--- src/rtl/spisl_pkg.sv ---
package spisl_pkg;
  localparam int DATA_W   = 8;
  localparam int ADDR_W   = 6;
  localparam int DEPTH    = 1 << ADDR_W;
  localparam int DIR_BIT  = 7;
  localparam int FLAG_BIT = 6;

  typedef enum logic [1:0] {
    PM_STEP     = 2'b00,
    PM_EVEN     = 2'b01,
    PM_ODD      = 2'b10,
    PM_STEP_ALT = 2'b11
  } par_mode_e;

  // 1 when the command fields bits 6:0 fail the check of the given mode
  function automatic logic parity_bad(par_mode_e m, logic [FLAG_BIT:0] f);
    case (m)
      PM_EVEN: return ^f;
      PM_ODD:  return ~(^f);
      default: return 1'b0;
    endcase
  endfunction

  function automatic logic flag_is_hold(par_mode_e m);
    return (m == PM_STEP) || (m == PM_STEP_ALT);
  endfunction
endpackage

--- src/rtl/spisl_sync.sv ---
module spisl_sync #(
  parameter int W = 1,
  parameter logic [W-1:0] RST_VAL = '0
) (
  input  logic         clk,
  input  logic         rst_n,
  input  logic [W-1:0] d,
  output logic [W-1:0] q
);
  logic [W-1:0] meta;

  always_ff @(posedge clk or negedge rst_n) begin
    if (!rst_n) begin
      meta <= RST_VAL;
      q    <= RST_VAL;
    end else begin
      meta <= d;
      q    <= meta;
    end
  end
endmodule

--- src/rtl/spisl_engine.sv ---
module spisl_engine
  import spisl_pkg::*;
(
  input  logic              clk,
  input  logic              rst_n,
  input  logic              sclk_s,
  input  logic              csn_s,
  input  logic              mosi_s,
  input  par_mode_e         mode,
  input  logic [DATA_W-1:0] rd_data,
  output logic [ADDR_W-1:0] rd_addr,
  output logic              wr_en,
  output logic [ADDR_W-1:0] wr_addr,
  output logic [DATA_W-1:0] wr_data,
  output logic              err_set,
  output logic              miso
);
  localparam int CNT_W = $clog2(DATA_W);

  logic              sclk_q;
  logic [CNT_W-1:0]  bit_cnt;
  logic [DATA_W-1:0] rx_sr, tx_sr, rx_byte;
  logic              in_data, is_rd, hold, bad;
  logic [ADDR_W-1:0] addr, nxt_addr;
  logic              rise, fall, byte_end, cmd_done, data_done, cmd_fail;

  assign rise      = sclk_s & ~sclk_q & ~csn_s;
  assign fall      = ~sclk_s & sclk_q & ~csn_s;
  assign rx_byte   = {rx_sr[DATA_W-2:0], mosi_s};
  assign byte_end  = rise & (bit_cnt == CNT_W'(DATA_W - 1));
  assign cmd_done  = byte_end & ~in_data;
  assign data_done = byte_end & in_data;
  assign nxt_addr  = hold ? addr : addr + ADDR_W'(1);
  assign rd_addr   = in_data ? nxt_addr : rx_byte[ADDR_W-1:0];
  assign cmd_fail  = parity_bad(mode, rx_byte[FLAG_BIT:0]);

  assign wr_en   = data_done & ~is_rd & ~bad;
  assign wr_addr = addr;
  assign wr_data = rx_byte;
  assign err_set = cmd_done & cmd_fail;

  always_ff @(posedge clk or negedge rst_n) begin
    if (!rst_n) begin
      sclk_q  <= 1'b1;
      bit_cnt <= '0;
      rx_sr   <= '0;
      tx_sr   <= '0;
      in_data <= 1'b0;
      is_rd   <= 1'b0;
      hold    <= 1'b0;
      bad     <= 1'b0;
      addr    <= '0;
      miso    <= 1'b0;
    end else begin
      sclk_q <= sclk_s;
      if (csn_s) begin
        bit_cnt <= '0;
        in_data <= 1'b0;
        tx_sr   <= '0;
        miso    <= 1'b0;
      end else if (rise) begin
        rx_sr   <= rx_byte;
        bit_cnt <= bit_cnt + CNT_W'(1);
        if (cmd_done) begin
          in_data <= 1'b1;
          is_rd   <= rx_byte[DIR_BIT];
          addr    <= rx_byte[ADDR_W-1:0];
          bad     <= cmd_fail;
          hold    <= flag_is_hold(mode) & rx_byte[FLAG_BIT];
          if (rx_byte[DIR_BIT]) tx_sr <= rd_data;
        end else if (data_done) begin
          addr <= nxt_addr;
          if (is_rd) tx_sr <= rd_data;
        end
      end else if (fall) begin
        miso  <= tx_sr[DATA_W-1];
        tx_sr <= {tx_sr[DATA_W-2:0], 1'b0};
      end
    end
  end
endmodule

--- src/rtl/spisl_regs.sv ---
module spisl_regs
  import spisl_pkg::*;
#(
  parameter logic [ADDR_W-1:0] CTRL_ADDR = '1
) (
  input  logic              clk,
  input  logic              rst_n,
  input  logic              wr_en,
  input  logic [ADDR_W-1:0] wr_addr,
  input  logic [DATA_W-1:0] wr_data,
  input  logic [ADDR_W-1:0] rd_addr,
  input  logic              err_set,
  output logic [DATA_W-1:0] rd_data,
  output par_mode_e         mode,
  output logic              parity_err
);
  logic [DATA_W-1:0] mem [DEPTH];
  logic              ctrl_wr;

  assign ctrl_wr = wr_en & (wr_addr == CTRL_ADDR);

  for (genvar i = 0; i < DEPTH; i++) begin : g_ent
    always_ff @(posedge clk or negedge rst_n) begin
      if (!rst_n)                                   mem[i] <= '0;
      else if (wr_en && wr_addr == ADDR_W'(i))      mem[i] <= wr_data;
    end
  end

  always_ff @(posedge clk or negedge rst_n) begin
    if (!rst_n) begin
      mode       <= PM_STEP;
      parity_err <= 1'b0;
    end else begin
      if (ctrl_wr) mode <= par_mode_e'(wr_data[2:1]);
      if (err_set)                     parity_err <= 1'b1;
      else if (ctrl_wr && wr_data[0])  parity_err <= 1'b0;
    end
  end

  assign rd_data = (rd_addr == CTRL_ADDR)
                 ? {{(DATA_W-3){1'b0}}, mode, parity_err}
                 : mem[rd_addr];
endmodule

--- src/rtl/spi_regslave.sv ---
module spi_regslave
  import spisl_pkg::*;
#(
  parameter logic [ADDR_W-1:0] CTRL_ADDR = 6'h3F
) (
  input  logic clk,
  input  logic rst_n,
  input  logic spi_sclk,
  input  logic spi_csn,
  input  logic spi_mosi,
  output logic spi_miso,
  output logic parity_err
);
  logic [2:0]        sync_q;
  par_mode_e         mode;
  logic [DATA_W-1:0] rd_data, wr_data;
  logic [ADDR_W-1:0] rd_addr, wr_addr;
  logic              wr_en, err_set;

  spisl_sync #(.W(3), .RST_VAL(3'b110)) u_sync (
    .clk   (clk),
    .rst_n (rst_n),
    .d     ({spi_sclk, spi_csn, spi_mosi}),
    .q     (sync_q)
  );

  spisl_engine u_eng (
    .clk     (clk),
    .rst_n   (rst_n),
    .sclk_s  (sync_q[2]),
    .csn_s   (sync_q[1]),
    .mosi_s  (sync_q[0]),
    .mode    (mode),
    .rd_data (rd_data),
    .rd_addr (rd_addr),
    .wr_en   (wr_en),
    .wr_addr (wr_addr),
    .wr_data (wr_data),
    .err_set (err_set),
    .miso    (spi_miso)
  );

  spisl_regs #(.CTRL_ADDR(CTRL_ADDR)) u_regs (
    .clk        (clk),
    .rst_n      (rst_n),
    .wr_en      (wr_en),
    .wr_addr    (wr_addr),
    .wr_data    (wr_data),
    .rd_addr    (rd_addr),
    .err_set    (err_set),
    .rd_data    (rd_data),
    .mode       (mode),
    .parity_err (parity_err)
  );
endmodule

--- config.mk ---
export PLATFORM = sky130hd
export DESIGN_NAME = spi_regslave
export DESIGN_NICKNAME = d
export VERILOG_FILES = /design/src/rtl/spisl_pkg.sv /design/src/rtl/spisl_sync.sv /design/src/rtl/spisl_engine.sv /design/src/rtl/spisl_regs.sv /design/src/rtl/spi_regslave.sv
export SDC_FILE = /design/constraint.sdc
export NUM_CORES = 1
export LEC_CHECK = 0
export ABC_AREA = 1
export CAP_MARGIN = 0
export CORE_MARGIN = 5
export CORE_UTILIZATION = 40
export DETAILED_ROUTE_END_ITERATION = 10
export GPL_ROUTABILITY_DRIVEN = 1
export MAX_ROUTING_LAYER = met4
export PLACE_DENSITY_LB_ADDON = 0.2
export SLEW_MARGIN = 20
export SYNTH_ARGS = -nofsm -noshare
export SYNTH_HDL_FRONTEND = slang
export SYNTH_SLANG_ARGS = --single-unit
export TNS_END_PERCENT = 20
--- constraint.sdc ---
create_clock -name clk -period 2.6 [get_ports clk]
set_clock_uncertainty 0.15 [all_clocks]
set_input_delay 0.52 -clock clk [delete_from_list [all_inputs] [get_ports clk]]
set_output_delay 0.52 -clock clk [all_outputs]
set_load 0.005 [all_outputs]
# After elaboration in Yosys (flattened, before gate mapping)
# Index checks and enable logic that the tools add are counted.
[word_totals]
ramBits = 0
wordCells = 280
latchBits = 0
memories = 0
input_bits = 5
regBits = 551
rom_bits = 0
[classes]
n_bitwise = 20
n_mux = 26
reduce_logical = 81
n_eq_ne = 72
n_lt_le_gt_ge = 1
shift = 0
add_sub_neg = 2
n_mul = 0
div_mod_pow = 0
[ops]
columns = ["cell", "count"]
rows = [
  ["$eq 6x6->1 const B", 33],
  ["$eq 6x5->1 const B", 16],
  ["$mux 8", 10],
  ["$logic_and 1x1->1", 65],
  ["$bmux 8 s6", 1],
  ["$eq 6x4->1 const B", 8],
  ["$eq 6x3->1 const B", 4],
  ["$mux 6", 4],
  ["$and 1x1->1", 12],
  ["$eq 6x2->1 const B", 2],
  ["$reduce_bool 2->1", 5],
  ["$mux 1", 8],
  ["$ne 4x3->1 const B", 2],
  ["$ge 7x7->1 const B", 1],
  ["$not 1->1", 7],
  ["$not 6->7", 1],
  ["$reduce_xor 7->1", 1],
  ["$add 6x1->6 const B", 1],
  ["$eq 6x1->1 const B", 1],
  ["$logic_not 6->1", 1],
  ["$mux 3", 2],
  ["$reduce_and 2->1", 3],
  ["$reduce_and 3->1", 2],
  ["$eq 2x2->1 const B", 2],
  ["other kinds (10)", 10],
]

# Depth between registers and ports, before layout
[logic_depth]
ltp_word = 13
ltp_mapped = 17
mapped_depth_nobuf = 16

# Hierarchy
# A second synthesis with hierarchy kept.
[hier_totals]
cells_unflattened = 3309
area_unflattened_um2 = 26021.2
[by_module_without_submodules]
columns = ["module", "seq_area_each_um2", "cells_each", "n_inst", "area_each_um2"]
rows = [
  ["spisl_regs", 12837.3, 3079, 1, 24129.4],
  ["spisl_engine", 752.0, 224, 1, 1736.7],
  ["spisl_sync", 155.1, 6, 1, 155.1],
]

# Least setup slack after synthesis
# OpenSTA, ideal clock, no wires.
[synth_path]
path_type = "reg2reg"
start = "reg u_eng.addr[0] (netlist: u_eng.wr_addr[0])"
end = "reg u_eng.tx_sr[1]"
stages_incl_launch_ff = 17
t_arrival_ns = 2.117
required_ns = 2.334
slack_ns = 0.216
n_path_buf = 2
period_less_slack_ns = 2.384
cell_sequence = "dfrtp_1 > inv_1 > ha_1 > nand2_1 > nand3_1 > o21ai_0 > clkbuf_1 > clkbuf_1 > nand3_1 > nand2_1 > nand2_1 > nand3_1 > nand3_1 > nand3_1 > nand3_1 > nand2_1 > nand2_1"
[synth_via]
elab_chain_cells = 13
[synth_rtl]
columns = ["element", "line_no", "source"]
rows = [
  ["start: declaration", "spisl_engine.sv:24", "logic [ADDR_W-1:0] addr, nxt_addr;"],
  ["start signal: assignment", "spisl_engine.sv:67", "addr <= rx_byte[ADDR_W-1:0];"],
  ["start signal: assignment", "spisl_engine.sv:72", "addr <= nxt_addr;"],
  ["$add 6x1->6", "spisl_engine.sv:33", "assign nxt_addr = hold ? addr : addr + ADDR_W'(1);"],
  ["$mux 6 *", "spisl_engine.sv:33", ""],
  ["$mux 6 *", "spisl_engine.sv:34", "assign rd_addr = in_data ? nxt_addr : rx_byte[ADDR_W-1:0];"],
  ["$not 6->7 (implied by the code)", "spisl_regs.sv:42", ": mem[rd_addr];"],
  ["$bmux 8 s6", "spisl_regs.sv:42", ""],
  ["$mux 8 (implied by the code) (2 in series)", "spisl_regs.sv:42", ""],
  ["$mux 8 *", "spisl_regs.sv:41", "? {{(DATA_W-3){1'b0}}, mode, parity_err}"],
  ["$mux 8", "spisl_engine.sv:73", "if (is_rd) tx_sr <= rd_data;"],
  ["$mux 8", "spisl_engine.sv:71", "end else if (data_done) begin"],
  ["$mux 8 *", "spisl_engine.sv:64", "if (cmd_done) begin"],
  ["$mux 8 *", "spisl_engine.sv:61", "end else if (rise) begin"],
  ["$mux 8 *", "spisl_engine.sv:56", "if (csn_s) begin"],
  ["end signal: assignment", "spisl_engine.sv:70", "if (rx_byte[DIR_BIT]) tx_sr <= rd_data;"],
  ["end signal: assignment", "spisl_engine.sv:73", ""],
  ["end signal: assignment", "spisl_engine.sv:77", "tx_sr <= {tx_sr[DATA_W-2:0], 1'b0};"],
  ["end: declaration", "spisl_engine.sv:22", "logic [DATA_W-1:0] rx_sr, tx_sr, rx_byte;"],
]
# Mark *: on every way between the ends. The rest lies on a longest branch, timed or not. The select of a mux whose other input is x is not followed.
# A chain may end at the register's enable or synchronous reset.

# Worst setup path in the final report
[layout_path]
start = "reg u_eng.addr[0] (netlist: u_eng.wr_addr[0])"
end = "reg u_eng.tx_sr[0]"
# The elaborated chain is that of the path after synthesis.

==> run metrics <==
vias 22,470; ys async rst share 1.000; Hold Path Class in -> reg; crit path from u_eng.wr_addr[0]; Hold Path Sink u_sync.meta[1]; #FFs+latches synth 549; Least-Margin Pin Slew 1008 ps; CP bufs+invs 4; Tcrit/Tclk final 0.9874; sw power 6453 uW; Worst path slowest cell dfrtp_1; synth unique cells 32; initial core utilization 0.4018; Placer Congestion 0.9435; initial antenna violation count 1; Worst Reg-to-Reg Cells 17; Syn Inst Count 3,134; startpoint types register; Worst R2R Start u_eng.wr_addr[0]; sequential share of the synthesized area 0.5453; peak supply drop 0.5416 mV; Post-synth EDFFs 0; status complete, no violations; DR WL/cell 20.20 um; P_leak 0.01361 uW; CP endpoint kind register; fillcell total 6,041; RSZ-0062 raised after global routing yes; most used cell, CP nand2_1; HPWL after DPL 49,070 um; Max Freq 0.3895 GHz; io pins 7; critical path type reg -> reg; min Tclk post-route 2567 ps; PwrDens 705.0 nW/um^2; Starting DRT DRC Count 2,423; layout cells sized above 1 0.1522; post-synthesis xor/xnor area fraction 0.003475; die area 68,130 sq um; Syn. warnings 0; Internal Pwr Total 15,390 uW; Worst-path clk slew 60 ps; Die Y 261.0 um; CTS Sinks 549; later-pin clock latency in the skew report 640 ps; nets@finish 3,204; largest net degree at the start of global routing 80; Residual DRC 0; Synth Area in Adders 0.003971; worst-path maximum fanout 19; number of global-route vias before repair 21,710; Flop pwr share 0.396; first-pass GRT wire length 126,900 um; net count after synthesis 3,147; Compound-Gate Fraction of Synth Area 0.1122; Antenna Nets Post-Route 0; Synth Cell Area 25,210 sq um; mux cell area share after synthesis 0; Relative slew margins 0.3282; root buffer cell clkbuf_16; Via-to-Cell Ratio 5.499; Hold Startpoint spi_csn; Clock Tree Buf Depth 3; H-tree depth 2; I/O Buffers 6; final setup fails 0; WHS 157.1 ps; critical path, cell by cell inv_2 -> buf_4 -> nand2_1 -> nand3_2 -> nand2_4 -> buf_4 -> bufbuf_16 -> nand2_1 -> nand3_1 -> a21oi_1 -> nor3_1 -> nor2_1 -> nand2_1 -> nand2_1 -> nand2_1 -> nand2_1 -> nand2_1; Mean Syn Cell Area 8.043 sq um; P&R area growth vs syn 22.94%; WL final 82,530 um; clock share of power 0.408; Crit path largest cell delay 420 ps; largest family of logic cells by synthesized area simple AND/OR/NAND/NOR gates; core box area 62,740 sq um; Max-Cap Viols 0; Die Width 261.0 um; max-slew violations 0; worst path arrival time 2980 ps; CTS tree built; Global Route Usage Sum 0.2412; critical path required time 3010 ps; sw frac 0.2954; grt ovf 0; placed cell area 27,220 sq um; # diodes 0; CTS buffer count 59; combinational power share 0.196; worst reg-to-reg setup slack 30 ps; worst hold path depth 1; reg2reg end u_eng.tx_sr[0]; predominant post-synthesis flop cell dfrtp_1; simple-gate portion of the synthesized area 0.2895; final instance area 30,990 sq um; Final Hold Vio Count 0; FP Rows 92; drt pass-1 iters 6; Top Family by Delay on Critical Path simple AND/OR/NAND/NOR gates
[layer usage]
metal | global-route usage | up-vias | wire (um)
li1 | - | 10490 | -
met1 | 0.3380 | 11050 | 37030
met2 | 0.3748 | 786 | 38140
met3 | 0.02700 | 136 | 4913
met4 | 0.07095 | 0 | 2450
met5 | - | - | 0
[cell usage in the layout, fill, tap and decap left out, drive strengths merged, types with 2 or more instances in the layout]
cell type      instances
a22o                   2
bufinv                 6
nand3                469
clkdlybuf4s50          5
xnor2                  4
dfstp                  5
a31oi                  2
nand2               1179
ha                     8
buf                  217
o21ai                538
nand4                 40
dfrtp                544
clkinv                10
nor2                  36
inv                   38
o211ai                 4
bufbuf                 3
a21oi                 12
xor2                   6
clkbuf               106
[synthesized netlist by cell type (2+ instances only)]
cell	instances	share of area
nand2_1	1162	0.17
nand2_2	16	0.0040
a31oi_1	2	0.00050
clkbuf_1	170	0.025
a21oi_1	12	0.0024
xor2_1	6	0.0021
buf_1	8	0.0012
a22o_1	2	0.00070
buf_4	4	0.0012
inv_1	33	0.0049
nor2_1	28	0.0042
inv_2	2	0.00030
o21ai_1	11	0.0022
nor2_2	2	0.00050
ha_1	8	0.0040
nand3_1	469	0.093
dfstp_2	5	0.0052
dfrtp_1	544	0.54
buf_2	63	0.013
o21ai_0	527	0.10
xnor2_1	4	0.0014
nand4_1	39	0.0097
nor2_4	5	0.0022
o211ai_1	4	0.0012
[worst max-delay path by stage]
stage               cells after the start  slack, ps              to
floorplan                              16        220  u_eng.tx_sr[1]
global placement                       14       -150  u_eng.tx_sr[4]
detailed placement                     14       -170  u_eng.tx_sr[4]
CTS                                    18          7  u_eng.tx_sr[0]
global route                           15        -40  u_eng.tx_sr[5]
finish                                 17         30  u_eng.tx_sr[0]
[what timing repair did]
action	4_1_cts	5_1_grt
hold buffers	1	0
endpoints found under the setup margin	8	279
pin swaps	6	38
gates cloned	5	15
endpoints found under the hold margin	35	0
gates resized for setup	49	123
setup buffers	26	18
[registers in the layout, summed over array words and instances, names as in the netlist]
register	count
u_eng.in_data	1
u_eng.bad	1
u_eng.rx_sr	7
u_sync.q	3
u_eng.wr_addr	6
u_eng.miso	1
u_eng.is_rd	1
u_sync.meta	3
u_eng.bit_cnt	3
u_eng.hold	1
u_regs.mem	512
u_eng.tx_sr	8
u_eng.sclk_q	1
u_regs.parity_err	1
[power by group through the flow]
stage	sequential (uW)	combinational (uW)	clock, uW
final	8650	4290	8910
after detailed placement	8800	3480	0
after CTS	8650	3830	9080
after floorplan	8780	1720	0
after global placement	8800	3480	0
after global routing	8650	4520	9410
[final cells by class]
| class | count | area (sq um) | share of cell area |
|---|---|---|---|
| sequential | 549 | 13750 | 0.4436 |
| clock buffer | 91 | 1798 | 0.05802 |
| inverter | 36 | 140.1 | 0.004522 |
| timing repair buffer | 241 | 2975 | 0.09601 |
| tap | 846 | 1059 | 0.03416 |
| clock inverter | 19 | 270.3 | 0.008721 |
| multi-input combinational | 2304 | 11000 | 0.3550 |
[through the flow]
stage	setup TNS (ps)	setup WS (ps)	instances	power [uW]	util
6_report	0	32.80	4086	21850	0.4940
5_1_grt	-265.3	-44.98	4086	22570	0.4940
4_1_cts	0	6.569	4055	21550	0.4770
3_5_place_dp	-701.7	-167.9	3913	12280	0.4339
3_3_place_gp	-631.9	-146.2	3913	12280	0.4339
2_1_floorplan	0	216.2	3134	10500	-
[kinds of logic (layout without fill, tap and decap cells)]
family	count (synthesis)	in the layout
compound gates	560	560
xor+xnor	10	10
fa+ha+maj	8	8
buf+inv	281	387
flops	549	549
simple gates	1726	1726
Note: power is estimated with default switching activity, not from simulation.
